[config.mk]
export PLATFORM = sky130hd
export DESIGN_NAME = switch_filter
export DESIGN_NICKNAME = d
export VERILOG_FILES = /design/src/rtl/sf_pkg.sv /design/src/rtl/sf_prescaler.sv /design/src/rtl/sf_sync.sv /design/src/rtl/sf_fsm.sv /design/src/rtl/switch_filter.sv
export SDC_FILE = /design/constraint.sdc
export NUM_CORES = 1
export LEC_CHECK = 0
export CAP_MARGIN = 30
export CORE_ASPECT_RATIO = 1.1
export CORE_MARGIN = 2
export CORE_UTILIZATION = 50
export DETAILED_ROUTE_END_ITERATION = 8
export PLACE_DENSITY_LB_ADDON = 0.3
export SYNTH_ARGS = -nofsm -noshare
export SYNTH_HDL_FRONTEND = slang
export SYNTH_HIERARCHICAL = 1
export SYNTH_SLANG_ARGS = --single-unit
[constraint.sdc]
create_clock -name clk -period 1.6 [get_ports clk]
set_input_delay 0.16 -clock clk [delete_from_list [all_inputs] [get_ports clk]]
set_output_delay 0.16 -clock clk [all_outputs]
set_load 0.005 [all_outputs]
[src/rtl/sf_pkg.sv]
package sf_pkg;

    typedef enum logic [1:0] {
        ST_RELEASED      = 2'd0,
        ST_PRESS_CHECK   = 2'd1,
        ST_PRESSED       = 2'd2,
        ST_RELEASE_CHECK = 2'd3
    } sf_state_e;

    // Number of sample ticks covering an interval, at least one.
    function automatic int ticks_for(input int interval_ms, input int tick_ms);
        int t;
        t = interval_ms / tick_ms;
        return (t < 1) ? 1 : t;
    endfunction

endpackage

[src/rtl/sf_prescaler.sv]
module sf_prescaler #(
    parameter int DIVIDE = 625000
) (
    input  logic clk,
    input  logic rst_n,
    output logic tick
);
    localparam int DIV_W = $clog2((DIVIDE > 1) ? DIVIDE : 2);
    localparam logic [DIV_W-1:0] LAST = DIV_W'(DIVIDE - 1);

    logic [DIV_W-1:0] div_q;

    always_ff @(posedge clk or negedge rst_n) begin
        if (!rst_n) begin
            div_q <= '0;
            tick  <= 1'b0;
        end else if (div_q == LAST) begin
            div_q <= '0;
            tick  <= 1'b1;
        end else begin
            div_q <= div_q + 1'b1;
            tick  <= 1'b0;
        end
    end
endmodule

[src/rtl/sf_sync.sv]
module sf_sync #(
    parameter logic RST_VAL = 1'b1
) (
    input  logic clk,
    input  logic rst_n,
    input  logic d_async,
    output logic q_sync
);
    logic meta_q;

    always_ff @(posedge clk or negedge rst_n) begin
        if (!rst_n) begin
            meta_q <= RST_VAL;
            q_sync <= RST_VAL;
        end else begin
            meta_q <= d_async;
            q_sync <= meta_q;
        end
    end
endmodule

[src/rtl/sf_fsm.sv]
module sf_fsm
    import sf_pkg::*;
#(
    parameter int PRESS_TICKS   = 2,
    parameter int RELEASE_TICKS = 20,
    parameter int CNT_W         = 6
) (
    input  logic             clk,
    input  logic             rst_n,
    input  logic             tick,
    input  logic             active,
    output logic             is_pressed,
    output logic             accept_pulse,
    output logic [CNT_W-1:0] cnt
);
    localparam logic [CNT_W-1:0] PRESS_LD   = CNT_W'(PRESS_TICKS);
    localparam logic [CNT_W-1:0] RELEASE_LD = CNT_W'(RELEASE_TICKS);
    localparam logic [CNT_W-1:0] LAST_ONE   = CNT_W'(1);

    sf_state_e        state_q, state_d;
    logic [CNT_W-1:0] cnt_q, cnt_d;
    logic             accept_d;

    // Next-state and counter logic
    always_comb begin
        state_d  = state_q;
        cnt_d    = cnt_q;
        accept_d = 1'b0;
        if (tick) begin
            unique case (state_q)
                ST_RELEASED, ST_PRESS_CHECK: begin
                    if (active) begin
                        if (cnt_q == LAST_ONE) begin
                            state_d  = ST_PRESSED;       // press-accept
                            cnt_d    = RELEASE_LD;
                            accept_d = 1'b1;
                        end else begin
                            state_d  = ST_PRESS_CHECK;   // start-press / keep counting
                            cnt_d    = cnt_q - 1'b1;
                        end
                    end else begin
                        state_d = ST_RELEASED;           // press-abort / idle reload
                        cnt_d   = PRESS_LD;
                    end
                end
                ST_PRESSED, ST_RELEASE_CHECK: begin
                    if (!active) begin
                        if (cnt_q == LAST_ONE) begin
                            state_d  = ST_RELEASED;      // release-accept
                            cnt_d    = PRESS_LD;
                            accept_d = 1'b1;
                        end else begin
                            state_d  = ST_RELEASE_CHECK; // start-release / keep counting
                            cnt_d    = cnt_q - 1'b1;
                        end
                    end else begin
                        state_d = ST_PRESSED;            // release-abort / idle reload
                        cnt_d   = RELEASE_LD;
                    end
                end
                default: begin
                    state_d = ST_RELEASED;
                    cnt_d   = PRESS_LD;
                end
            endcase
        end
    end

    // State register
    always_ff @(posedge clk or negedge rst_n) begin
        if (!rst_n) begin
            state_q <= ST_RELEASED;
            cnt_q   <= PRESS_LD;
        end else begin
            state_q <= state_d;
            cnt_q   <= cnt_d;
        end
    end

    // Registered outputs, updated on the same edge as the state
    always_ff @(posedge clk or negedge rst_n) begin
        if (!rst_n) begin
            is_pressed   <= 1'b0;
            accept_pulse <= 1'b0;
        end else begin
            is_pressed   <= (state_d == ST_PRESSED) || (state_d == ST_RELEASE_CHECK);
            accept_pulse <= accept_d;
        end
    end

    assign cnt = cnt_q;
endmodule

[src/rtl/switch_filter.sv]
module switch_filter
    import sf_pkg::*;
#(
    parameter int   TICK_CYCLES = 625000,
    parameter int   TICK_MS     = 5,
    parameter int   PRESS_MS    = 10,
    parameter int   RELEASE_MS  = 100,
    parameter logic PRESS_LEVEL = 1'b0
) (
    input  logic clk,
    input  logic rst_n,
    input  logic sw_raw,
    output logic db_level,
    output logic changed,
    output logic pressed
);
    localparam int PRESS_TICKS   = ticks_for(PRESS_MS, TICK_MS);
    localparam int RELEASE_TICKS = ticks_for(RELEASE_MS, TICK_MS);
    localparam int MAX_TICKS     = (PRESS_TICKS > RELEASE_TICKS) ? PRESS_TICKS : RELEASE_TICKS;
    localparam int CNT_W         = $clog2(MAX_TICKS + 1);

    logic             tick_w;
    logic             sample_w;
    logic             is_pressed_w;
    logic [CNT_W-1:0] cnt_w;

    sf_prescaler #(.DIVIDE(TICK_CYCLES)) u_presc (
        .clk   (clk),
        .rst_n (rst_n),
        .tick  (tick_w)
    );

    sf_sync #(.RST_VAL(~PRESS_LEVEL)) u_sync (
        .clk     (clk),
        .rst_n   (rst_n),
        .d_async (sw_raw),
        .q_sync  (sample_w)
    );

    sf_fsm #(
        .PRESS_TICKS   (PRESS_TICKS),
        .RELEASE_TICKS (RELEASE_TICKS),
        .CNT_W         (CNT_W)
    ) u_fsm (
        .clk          (clk),
        .rst_n        (rst_n),
        .tick         (tick_w),
        .active       (sample_w == PRESS_LEVEL),
        .is_pressed   (is_pressed_w),
        .accept_pulse (changed),
        .cnt          (cnt_w)
    );

    assign pressed  = is_pressed_w;
    assign db_level = is_pressed_w ? PRESS_LEVEL : ~PRESS_LEVEL;
endmodule

-- Word-level counts from Yosys, hierarchy flattened
Index checks and enable logic that the tools add are counted.
- flip-flop bits (word level): 32
- bits of input ports: 3
- output and inout port bits: 3
- word-level logic and storage cells: 40
- add/subtract/negate cells: 2
- equal/unequal tests: 7
- multiplexer cells: 19
- reductions and logical operators: 4
- operators with widths (cell ; number):
    $add 20x1->20 const B ; 1
    $eq 20x20->1 const B ; 1
    $mux 20 ; 1
    $mux 5 ; 4
    $mux 2 ; 5
    $pmux 5 s2 ; 1
    $eq 2x2->1 const B ; 4
    $mux 1 ; 6
    $eq 5x1->1 const B ; 1
    $sub 5x1->5 const B ; 1
    $pmux 2 s2 ; 1
    $reduce_or 2->1 ; 2
    $eq 2x1->1 const B ; 1
    $logic_not 2->1 ; 1
    $pmux 1 s2 ; 1
    $logic_or 1x1->1 ; 1

-- Logic depth before layout (Yosys ltp)
Gate-level depths: netlist of run 1.
- depth in word-level cells: 7
- gate-level depth with buffers: 6
- mapped depth without buffers: 6

-- Hierarchy
Netlist of run 1, hierarchy kept.
- modules (own cells, without submodules) (module ; instances ; cells each ; area an instance (µm²) ; sequential area each (µm²)):
    sf_prescaler ; 1 ; 93 ; 998.5 ; 525.5
    sf_fsm ; 1 ; 44 ; 461.7 ; 201.4
    sf_sync ; 1 ; 2 ; 52.6 ; 52.6
    switch_filter ; 1 ; 2 ; 7.5 ; 0.0

-- Least setup slack after synthesis of run 1
Ideal clock, no wire load.
- kind: register to register
- start point: reg u_fsm.cnt_q[1] (netlist: u_fsm/cnt[1])
- end point: reg u_fsm.cnt_q[4] (netlist: u_fsm/cnt[4])
- library setup time: 0.130 ns
- arrival: 1.505 ns
- setup slack: -0.035 ns
- cell stages (with the launch flop): 7
- path buffers: 0
- path through: dfstp_2 > inv_1 > ha_1 > nor3b_1 > mux2_1 > nor4b_1 > nor3_1
- longest elaborated chain between the ends: 4
- RTL lines (element ; RTL line ; RTL):
    start, declared ; sf_fsm.sv:21 ; logic [CNT_W-1:0] cnt_q, cnt_d;
    start signal, assigned ; sf_fsm.sv:76 ; cnt_q <= cnt_d;
    $sub 5x1->5 / $eq 5x1->1 (equally long branches) ; - ;
    $mux 5, on equally long branches ; sf_fsm.sv:48, sf_fsm.sv:33 ;
    $mux 5, on equally long branches ; sf_fsm.sv:47, sf_fsm.sv:32 ;
    $pmux 5 s2 * ; sf_fsm.sv:30 ; unique case (state_q)
Every way passes the cells marked *; elsewhere a longest branch is shown, timed or not.
A chain may end at the register's enable or synchronous reset.

-- Final worst setup path of run 1
Same ends and word-level chain as after synthesis.

==> run_summary.xml, run 1 <==
<?xml version="1.0" encoding="UTF-8"?>
<metrics>
  <group name="sta">
    <metric name="grt_setup_unrepaired" unit="">yes</metric>
    <metric name="timing.final.crit_period" unit="ns">1.68</metric>
    <metric name="min_period_over_period" unit="%">105</metric>
    <metric name="setup_viol" unit="">1</metric>
    <metric name="slew_viol_final" unit="">0</metric>
    <metric name="timing.max_slew.rel_slack" unit="%">67.6</metric>
    <metric name="worstMarginPinSlew" unit="ns">0.483</metric>
    <metric name="final_critical_path_setup_slack" unit="ns">-0.0763</metric>
    <metric name="fmax" unit="MHz">597</metric>
    <metric name="timing_hold_violations_final" unit="">0</metric>
    <metric name="worst_clock_skew" unit="ns">0.00923</metric>
  </group>
  <group name="pwr">
    <metric name="power.density" unit="nW/µm²">683</metric>
    <metric name="power.ir.vdd_worst" unit="mV">0.687</metric>
    <metric name="power" unit="mW">1.34</metric>
    <metric name="p_leak" unit="nW">0.854</metric>
  </group>
  <group name="placed_design">
    <metric name="portBuffers" unit="">5</metric>
    <metric name="gp_congestion" unit="">0.822</metric>
    <metric name="hpwl" unit="µm">2100</metric>
    <metric name="place_worst_setup_slack" unit="ns">-0.0787</metric>
    <metric name="dp.cells" unit="">193</metric>
  </group>
  <group name="synth">
    <metric name="synth_area_per_cell" unit="µm²">10.8</metric>
    <metric name="yosysUniqueCellTypes" unit="">41</metric>
    <metric name="synth_enable_flop_cells" unit="">0</metric>
    <metric name="yosysSeqAreaShare" unit="%">51.3</metric>
    <metric name="synth_flop_cell" unit="">dfrtp_1</metric>
    <metric name="synth_largest_type_area_fraction" unit="%">46.1</metric>
    <metric name="synth.yosys.warnings" unit="">6</metric>
    <metric name="post-synth-top-area-cell" unit="">dfrtp_1</metric>
    <metric name="netlist_instances" unit="">141</metric>
    <metric name="ys_async_sr_fraction" unit="%">100</metric>
    <metric name="syn-cell-area" unit="µm²">1520</metric>
    <metric name="largest_cells_by_area_after_synthesis" unit="">dfrtp_1 46%, xnor2_1 6.9%, dfstp_2 5.2%</metric>
    <metric name="ys_seq_elements" unit="">31</metric>
    <metric name="syn_nets" unit="">147</metric>
  </group>
  <group name="critical_path">
    <metric name="reg_to_reg_slack_setup" unit="ns">-0.08</metric>
    <metric name="cp_cell_sequence" unit="">inv_2 -&gt; ha_4 -&gt; nor3b_4 -&gt; mux2_4 -&gt; nor4b_4 -&gt; nor3_2</metric>
    <metric name="crit-reg2reg-launch" unit="">u_fsm/cnt[1]</metric>
    <metric name="rr_endpoint" unit="">u_fsm/cnt[4]</metric>
    <metric name="slowest_stage" unit="">dfstp_2</metric>
    <metric name="critical_path_peak_fanout" unit="">2</metric>
    <metric name="criticalPathCategory" unit="">flop to flop</metric>
    <metric name="required" unit="ns">1.83</metric>
    <metric name="critical_path.startpoint_type" unit="">flop</metric>
    <metric name="worstPathArrival" unit="ns">1.90</metric>
    <metric name="endpoint_kind" unit="">flop</metric>
    <metric name="slowest_delay" unit="ns">0.55</metric>
    <metric name="ff2ff_path_depth" unit="">6</metric>
  </group>
  <group name="cts">
    <metric name="clock_tree_buf_depth" unit="">2</metric>
    <metric name="clkSlewWorstSetupHoldPaths" unit="ns">0.10</metric>
    <metric name="worst_skew_pair.late_latency" unit="ns">0.33</metric>
    <metric name="numCtsBuffers" unit="">5</metric>
    <metric name="clock_tree_from_tritoncts" unit="">done</metric>
    <metric name="h_tree_depth_reported_by_cts" unit="">2</metric>
    <metric name="hold_buffers" unit="">0</metric>
    <metric name="clk_root_buffer_cell" unit="">clkbuf_4</metric>
    <metric name="clkSinkCount" unit="">31</metric>
  </group>
  <group name="grt">
    <metric name="gr-total-overflow" unit="">0</metric>
    <metric name="grt_max_degree" unit="">32</metric>
    <metric name="grt_antenna_before_repair" unit="">0</metric>
    <metric name="globalRoute.busiestLayer" unit="">met2</metric>
    <metric name="grtUsageMet2" unit="%">35.4</metric>
    <metric name="grt_pass1_vias" unit="">1154</metric>
    <metric name="grt.met1_usage" unit="%">21.7</metric>
    <metric name="grt_pass1_wl" unit="µm">5120</metric>
    <metric name="grtUsageTotal" unit="%">20.1</metric>
    <metric name="met3_usage" unit="%">5.80</metric>
  </group>
  <group name="finish">
    <metric name="commonest_non_fill_non_tap_cell_in_the_layout" unit="">dfrtp_1</metric>
    <metric name="mostFrequentLayoutCells" unit="">27 x dfrtp_1, 21 x buf_4, 16 x nor2_1, 12 x xnor2_1, 8 x nand3_1</metric>
    <metric name="synthToLayoutAreaGrowth" unit="%">29.1</metric>
    <metric name="filler_cell_count" unit="">204</metric>
    <metric name="nets" unit="">178</metric>
    <metric name="diodes" unit="">0</metric>
    <metric name="post_layout_nonfiller_instances" unit="">206</metric>
    <metric name="finish.utilization" unit="%">69.4</metric>
    <metric name="drive_above_1_share" unit="%">33.5</metric>
    <metric name="register_area" unit="µm²">781</metric>
    <metric name="multi_input_area" unit="µm²">842</metric>
  </group>
  <group name="die">
    <metric name="fp.dieArea" unit="µm²">3500</metric>
    <metric name="die_y" unit="µm">61.8</metric>
    <metric name="core-area" unit="µm²">2830</metric>
    <metric name="initial_core_util" unit="%">53.8</metric>
    <metric name="num_rows" unit="">20</metric>
    <metric name="design.portCount" unit="">6</metric>
    <metric name="dieWidth" unit="µm">56.6</metric>
  </group>
  <group name="drt">
    <metric name="drt-wirelength-per-cell" unit="µm">15.7</metric>
    <metric name="wirelength" unit="µm">3230</metric>
    <metric name="vias" unit="">1167</metric>
    <metric name="drt-initial-drc-count" unit="">34</metric>
    <metric name="detail-route-antenna-nets" unit="">0</metric>
    <metric name="detail_route.drc_violations" unit="">0</metric>
    <metric name="detail_route.vias_per_cell" unit="">5.67</metric>
    <metric name="drt_pre_antenna_iters" unit="">4</metric>
  </group>
  <group name="run_status">
    <metric name="violations_in_the_final_reports" unit="">setup timing</metric>
    <metric name="outcome" unit="">finished with violations</metric>
  </group>
  <group name="worst_hold_path">
    <metric name="hp-class" unit="">input pin to asynchronous set/reset pin</metric>
  </group>
  <group name="run">
    <metric name="timing.max_cap.violations" unit="">0</metric>
  </group>
</metrics>
synthesized netlist by cell type, types with 2 or more instances:
cell type and instances:
a21oi_1 3, and3_1 2, dfrtp_1 28, dfstp_2 3, ha_1 3, inv_1 5
mux2_1 3, nand2_1 6, nand3_1 8, nand4_1 4, nor2_1 16, nor2b_1 4
nor3_1 7, nor4_1 2, nor4b_1 3, o21ai_0 4, xnor2_1 12, xor2_1 5
layer usage:
metal  share of wire [%]  routed length, µm
met1                  41               1330
met2                  53               1710
met3                 3.3                105
met4                 2.6                 83
met5                   0                  0
critical path, delay by kind of cell, from the launching register on:
family                     cells  cell delay [ns]
DFF                            1             0.55
and+or+nand+nor                3             0.48
muxes                          1             0.33
adders and majority gates      1             0.15
buffers and inverters          1             0.06
through the flow:
step           hold slack (ns)  TNS, ns  cell area [µm²]
2_1_floorplan           -0.136        0             1530
3_3_place_gp             0.347        0             1730
3_5_place_dp             0.348  -0.0787             1730
4_1_cts                  0.204   -0.120             1820
5_1_grt                  0.233   -0.397             1960
6_report                 0.200  -0.0763             1960
state kept, by name, indices dropped and copies added, names as in the netlist:
name and flops:
u_presc/tick 1, u_fsm/state_q 1, u_presc/div_q 20, u_fsm/accept_pulse 1
u_sync/q_sync 1, u_fsm/is_pressed 1, u_sync/meta_q 1, u_fsm/cnt 5
timing repair:
action,4_1_cts,5_1_grt
endpoints found under the setup margin,2,20
buffers inserted,1,4
gates resized for setup,2,22
pin swaps,0,7
kinds of logic (layout without fill, tap and decap cells):
kind of cell             count (synthesis)  after routing  share of synthesized area [%]
flip-flops                              31             31                           51.3
buffers and inverters                    7             39                           1.81
adder cells (fa/ha/maj)                  3              3                           2.47
AO/OA/AOI/OAI                           13             13                           5.35
XOR/XNOR                                17             17                           9.79
multiplexers                             4              4                           2.96
AND/OR/NAND/NOR                         66             66                           26.3
how the worst max path moves through the flow:
stage / slack (ns) / cells after the start / startpoint / end
final: -0.08 / 6 / u_fsm/cnt[1] / u_fsm/cnt[4]
after CTS: -0.07 / 6 / u_fsm/cnt[0] / u_fsm/cnt[4]
after floorplan: 0.04 / 5 / u_presc/div_q[0] / u_presc/div_q[19]
after global routing: -0.12 / 6 / u_fsm/cnt[1] / u_fsm/cnt[4]
after global placement: 0.03 / 6 / u_fsm/cnt[0] / u_fsm/cnt[4]
after detailed placement: -0.08 / 6 / u_fsm/cnt[1] / u_fsm/cnt[4]
layout make-up:
type / count / area share [%]
tap: 33 / 2.10
multi-input combinational: 103 / 42.9
clock buffer: 7 / 3.31
clock inverter: 1 / 0.382
inverter: 5 / 0.956
timing repair buffer: 26 / 10.6
sequential: 31 / 39.8
power breakdown:
group | switching, mW | internal (mW)
clock network | 0.269 | 0.257
logic | 0.0192 | 0.00760
registers | 0.000675 | 0.788
total | 0.289 | 1.05
Note: power is estimated with default switching activity, not from simulation.
==> inputs of run 2 (changes only) <==
Settings changed: CAP_MARGIN 30 to unset.
==> results of run 2 <==
No change in the layout: final DEF, timing and power equal those of run 1.
==> inputs of run 3 (changes only) <==
Settings changed: CAP_MARGIN set to 20.
==> results of run 3 <==
No change in the layout: final DEF, timing and power equal those of run 1.
